$ cat config.mk
export PLATFORM = sky130hd
export DESIGN_NAME = csr_rmw_unit
export DESIGN_NICKNAME = d
export VERILOG_FILES = /design/src/rtl/csr_rmw_pkg.sv /design/src/rtl/csr_addr_decode.sv /design/src/rtl/csr_store.sv /design/src/rtl/csr_rmw_unit.sv
export SDC_FILE = /design/constraint.sdc
export NUM_CORES = 1
export LEC_CHECK = 0
export CORE_ASPECT_RATIO = 1.2
export CORE_MARGIN = 2
export CORE_UTILIZATION = 27
export DETAILED_ROUTE_END_ITERATION = 10
export GPL_ROUTABILITY_DRIVEN = 0
export SYNTH_ARGS = -nofsm -noshare
export SYNTH_HDL_FRONTEND = slang
export SYNTH_HIERARCHICAL = 1
export SYNTH_SLANG_ARGS = --single-unit
export TNS_END_PERCENT = 20
$ cat constraint.sdc
create_clock -name clk -period 3.3 [get_ports clk]
set_input_delay 0.33 -clock clk [delete_from_list [all_inputs] [get_ports clk]]
set_output_delay 0.33 -clock clk [all_outputs]
set_load 0.01 [all_outputs]
$ cat src/rtl/csr_rmw_pkg.sv
package csr_rmw_pkg;
  parameter int CSR_XLEN  = 64;
  parameter int ADDR_W    = 12;
  parameter int FIELD_W   = 5;
  parameter int NUM_SLOTS = 7;
  localparam int SLOT_W   = $clog2(NUM_SLOTS);

  typedef enum logic [1:0] {
    OP_RSVD = 2'b00,
    OP_SWAP = 2'b01,
    OP_SET  = 2'b10,
    OP_CLR  = 2'b11
  } csr_op_e;

  localparam logic [ADDR_W-1:0] SLOT_ADDR [NUM_SLOTS] = '{
    12'h300, 12'h302, 12'h305, 12'h340, 12'h341, 12'h342, 12'h343
  };
  localparam logic [ADDR_W-1:0] HART_ADDR = 12'hF14;

  function automatic logic [CSR_XLEN-1:0] rmw_apply(
    input csr_op_e op, input logic [CSR_XLEN-1:0] old_v, input logic [CSR_XLEN-1:0] src);
    case (op)
      OP_SWAP: return src;
      OP_SET:  return old_v | src;
      OP_CLR:  return old_v & ~src;
      default: return old_v;
    endcase
  endfunction

  function automatic logic wants_write(input csr_op_e op, input logic [FIELD_W-1:0] field);
    return (op == OP_SWAP) || ((op != OP_RSVD) && (field != '0));
  endfunction
endpackage

$ cat src/rtl/csr_addr_decode.sv
module csr_addr_decode
  import csr_rmw_pkg::*;
(
  input  logic [ADDR_W-1:0]   addr_i,
  output logic [NUM_SLOTS-1:0] hit_o,
  output logic [SLOT_W-1:0]   slot_o,
  output logic                is_hart_o,
  output logic                impl_o,
  output logic                read_only_o,
  output logic [1:0]          min_priv_o
);
  for (genvar g = 0; g < NUM_SLOTS; g++) begin : g_hit
    assign hit_o[g] = (addr_i == SLOT_ADDR[g]);
  end

  always_comb begin
    slot_o = '0;
    for (int i = 0; i < NUM_SLOTS; i++) begin
      if (hit_o[i]) slot_o = SLOT_W'(i);
    end
  end

  assign is_hart_o   = (addr_i == HART_ADDR);
  assign impl_o      = (|hit_o) | is_hart_o;
  assign read_only_o = (addr_i[ADDR_W-1:ADDR_W-2] == 2'b11);
  assign min_priv_o  = addr_i[ADDR_W-3:ADDR_W-4];
endmodule

$ cat src/rtl/csr_store.sv
module csr_store
  import csr_rmw_pkg::*;
(
  input  logic                 clk,
  input  logic                 rst_n,
  input  logic [NUM_SLOTS-1:0] we_i,
  input  logic [CSR_XLEN-1:0]  wdata_i,
  input  logic [SLOT_W-1:0]    rslot_i,
  output logic [CSR_XLEN-1:0]  rdata_o
);
  logic [CSR_XLEN-1:0] regs [NUM_SLOTS];

  for (genvar g = 0; g < NUM_SLOTS; g++) begin : g_reg
    always_ff @(posedge clk or negedge rst_n) begin
      if (!rst_n)      regs[g] <= '0;
      else if (we_i[g]) regs[g] <= wdata_i;
    end
  end

  always_comb begin
    rdata_o = '0;
    for (int i = 0; i < NUM_SLOTS; i++) begin
      if (rslot_i == SLOT_W'(i)) rdata_o = regs[i];
    end
  end
endmodule

$ cat src/rtl/csr_rmw_unit.sv
module csr_rmw_unit
  import csr_rmw_pkg::*;
(
  input  logic                clk,
  input  logic                rst_n,
  input  logic                valid_i,
  input  logic [1:0]          op_i,
  input  logic                use_imm_i,
  input  logic [FIELD_W-1:0]  src_idx_i,
  input  logic [CSR_XLEN-1:0] src_val_i,
  input  logic [ADDR_W-1:0]   csr_addr_i,
  input  logic [1:0]          priv_i,
  output logic [CSR_XLEN-1:0] rd_data_o,
  output logic                illegal_o,
  output logic                wr_en_o
);
  logic [NUM_SLOTS-1:0] hit;
  logic [SLOT_W-1:0]    slot;
  logic                 is_hart, impl, read_only;
  logic [1:0]           min_priv;
  logic [CSR_XLEN-1:0]  stored, old_val, src, new_val;
  logic                 intent, priv_low, ro_violation;
  csr_op_e              op;

  assign op = csr_op_e'(op_i);

  csr_addr_decode u_dec (
    .addr_i(csr_addr_i), .hit_o(hit), .slot_o(slot), .is_hart_o(is_hart),
    .impl_o(impl), .read_only_o(read_only), .min_priv_o(min_priv)
  );

  assign src          = use_imm_i ? {{(CSR_XLEN-FIELD_W){1'b0}}, src_idx_i} : src_val_i;
  assign intent       = wants_write(op, src_idx_i);
  assign priv_low     = (priv_i < min_priv);
  assign ro_violation = read_only & intent;
  assign illegal_o    = valid_i & ((op == OP_RSVD) | ~impl | priv_low | ro_violation);
  assign wr_en_o      = valid_i & ~illegal_o & intent;

  assign old_val   = (impl & ~is_hart) ? stored : '0;
  assign rd_data_o = (valid_i & ~illegal_o) ? old_val : '0;
  assign new_val   = rmw_apply(op, old_val, src);

  csr_store u_store (
    .clk(clk), .rst_n(rst_n), .we_i(hit & {NUM_SLOTS{wr_en_o}}),
    .wdata_i(new_val), .rslot_i(slot), .rdata_o(stored)
  );
endmodule

==> metrics.csv <==
metric,value,unit
synth_cell_types,44,
synth.area.mux_share,23.7,%
drive_above_1_share,43.4,%
final_cells,3711,
vias,18683,
num_rows,120,
setup_violations,0,
crit_top_cell,buf_4,
crit_slowest_cell,dlygate4sd2_1,
avgSynthCellArea,11.2,um^2
nets,2600,
power.leakage,14.0,nW
worstReg2RegStart,u_store/regs[4]$_DFFE_PN0P_,
largest_reg_flops,448,
synth_compound_area_share,12.5,%
die-area,92600,um^2
syn_nets,2269,
timing.final.crit_share,97.7,%
cts_tree,done,
crit_path_end_kind,primary output,
r2r_slack,0.90,ns
die_w,278,um
cts_buffer_depth,3,
synth_area,24300,um^2
start_util,27.3,%
port-buffer-count,154,
crit_arrival,2.89,ns
cp-endpoint,rd_data_o[16],
ir_worst_vdd,0.383,mV
cp_max_fo,12,
synth_simple_gate_area_share,10.5,%
reg2reg_depth,16,
ys_ff_latch,448,
synth_fa_ha_area_share,0.0514,%
final_antenna_net_count,0,
worst_pin_slew,0.937,ns
core_area,89300,um^2
wl,76800,um
ys_warn_count,6,
area_delta_synth_final,32.6,%
hold_path_class,in2async,
start_kind,input pin,
ys_seq_area_share,46.0,%
crit_type,in2out,
antenna_found_initial,6,
dp_hpwl,50300,um
drt_pass1_iterations,5,
cp.depth,15,
reg.largest.list,u_store/regs (448),
grt_max_degree,96,
maxCapViolations,0,
top_register,u_store/regs,
routedWlPerCell,20.7,um
crit_family,buffers and inverters,
grt_remaining_overflow,0,
cts-buffers-inserted,49,
h-tree-depth,2,
grt_usage,16.2,%
crit_start,csr_addr_i[6],
fmax,310,MHz
synth_top_family_by_area,multiplexers,
required,2.97,ns
p_total,12.2,mW
grt_pass1_vias,19326,
drtIter0Drc,1457,
grt_pass1_wl,118000,um
p_per_area,378,nW/um^2
via_per_inst,5.03,
cts-root-buf,clkbuf_16,
dp.cells,3553,
final_common_cell,mux2_2,
path_clk_slew,0.06,ns
final_cell_mix,"mux2_2, dfrtp_1, buf_4",
reg2reg_to,u_store/regs[388]$_DFFE_PN0P_,
synth_cells,2179,
cts_sinks,448,
slew_headroom,37.5,%
drc,0,
slowest_delay,0.26,ns
slew_viol_final,0,
synthXorXnorAreaFrac,2.30,%
outcome,"complete, no violations",
clk_latency,0.60,ns
rsz0062_at_grt,true,
crit_path_cell_trace,dlygate4sd2_1 -> buf_4 -> nor2_1 -> nor4_4 -> buf_4 -> buf_4 -> buf_4 -> buf_12 -> buf_4 -> o21ai_0 -> a22oi_1 -> a21oi_2 -> nand2_1 -> nor4_4 -> clkdlybuf4s15_2,
chipHeight,333,um
period_minus_slack,3.22,ns
final.setup_skew,0.0264,ns
worst-path-buf-inv,8,
hold_viol_final,0,
io_pins,155,
[kinds of logic (layout without fill, tap and decap cells)]
group	count (synthesis)	after routing
AO/OA/AOI/OAI	450	450
buffers and inverters	263	635
other	0	1
adder cells (fa/ha/maj)	1	1
AND/OR/NAND/NOR	435	435
flip-flops	448	448
multiplexers	518	518
XOR/XNOR	64	64
[area by class of cell]
class,count,area [um^2]
Multi-Input combinational cell,1468,12600
Inverter,66,248
Tap cell,1159,1450
Fill cell,8708,57100
Timing Repair Buffer,477,5030
Sequential cell,448,11200
Clock inverter,15,230
Antenna cell,1,2.50
Clock buffer,77,1510
[metal layers]
metal,global-route usage (%),vias up,part of all wire [%]
li1,-,8539,-
met1,21.9,9556,45
met2,26.8,471,48
met3,2.87,109,5.1
met4,4.01,8,1.9
met5,0,-,0.070
[synth_stat cells (all sizes together)]
| master | n | area, um^2 |
|---|---|---|
| mux2 | 453 | 5100 |
| ha | 1 | 12.5 |
| nor4b | 1 | 15.0 |
| a21oi | 67 | 335 |
| o2bb2ai | 63 | 552 |
| and4bb | 1 | 12.5 |
| or3b | 1 | 8.76 |
| nand4 | 2 | 12.5 |
| o211ai | 1 | 7.51 |
| nand2 | 203 | 764 |
| o21ai | 126 | 631 |
| dfrtp | 448 | 11200 |
| a22oi | 127 | 953 |
| nand2b | 67 | 419 |
| nor4 | 74 | 776 |
| or2 | 1 | 6.26 |
| and2b | 3 | 25.0 |
| buf | 116 | 639 |
| a31oi | 1 | 6.26 |
| nand3 | 2 | 15.0 |
| xnor2 | 64 | 561 |
| mux2i | 64 | 641 |
| and2 | 2 | 12.5 |
| clkbuf | 81 | 305 |
| inv | 66 | 248 |
| o32ai | 63 | 552 |
| nor2b | 61 | 382 |
| nor2 | 11 | 48.8 |
| mux4 | 1 | 22.5 |
| o31a | 2 | 17.5 |
| nor3b | 1 | 7.51 |
| nor3 | 4 | 36.3 |
| or4b | 1 | 10.0 |
[worst min-delay path by stage]
stage,cells after the start,from,to
floorplan,0,rst_n,u_store/regs[0]$_DFFE_PN0P_
CTS,2,rst_n,u_store/regs[180]$_DFFE_PN0P_
global route,2,rst_n,u_store/regs[180]$_DFFE_PN0P_
detailed placement,1,rst_n,u_store/regs[116]$_DFFE_PN0P_
finish,2,rst_n,u_store/regs[116]$_DFFE_PN0P_
global placement,1,rst_n,u_store/regs[116]$_DFFE_PN0P_
[metrics by stage]
| step | util (%) | hold slack [ns] | instance area [um^2] | setup slack [ns] | setup TNS [ns] |
|---|---|---|---|---|---|
| 2_1_floorplan | - | 0.0344 | 24300 | 0.313 | 0 |
| 3_3_place_gp | 32.9 | 0.294 | 29400 | -0.895 | -238.15 |
| 4_1_cts | 35.7 | 0.268 | 31900 | -0.0529 | -0.120 |
| 3_5_place_dp | 32.9 | 0.293 | 29400 | -0.918 | -267.49 |
| 6_report | 36.1 | 0.266 | 32300 | 0.0768 | 0 |
| 5_1_grt | 36.1 | 0.302 | 32300 | -0.0626 | -0.993 |
[timing repair]
action	4_1_cts	5_1_grt
resized for setup	370	72
setup buffers	40	17
hold buffers	1	0
endpoints found under the setup margin	146	88
pin swaps	54	45
gates cloned	6	2
endpoints found under the hold margin	47	0
[power by group]
part / switching (mW) / internal, mW / leakage (nW)
combinational: 0.511 / 0.335 / 7.16
sequential: 0.00000839 / 5.49 / 5.93
clock: 2.33 / 3.55 / 0.863
total: 2.84 / 9.38 / 14.0
[worst reg2reg max path, stage by stage, from the launching register on]
cell and delay, ns:
dfrtp_1 0.34, inv_1 0.06, o21ai_1 0.14, a22oi_1 0.10
a21oi_2 0.16, nand2_2 0.08, buf_4 0.14, buf_4 0.12
buf_4 0.12, buf_4 0.12, buf_4 0.12, buf_4 0.12
buf_4 0.13, buf_4 0.12, a22oi_2 0.18, buf_6 0.15
mux2_2 0.15
Power figures use the tool's default switching activity.
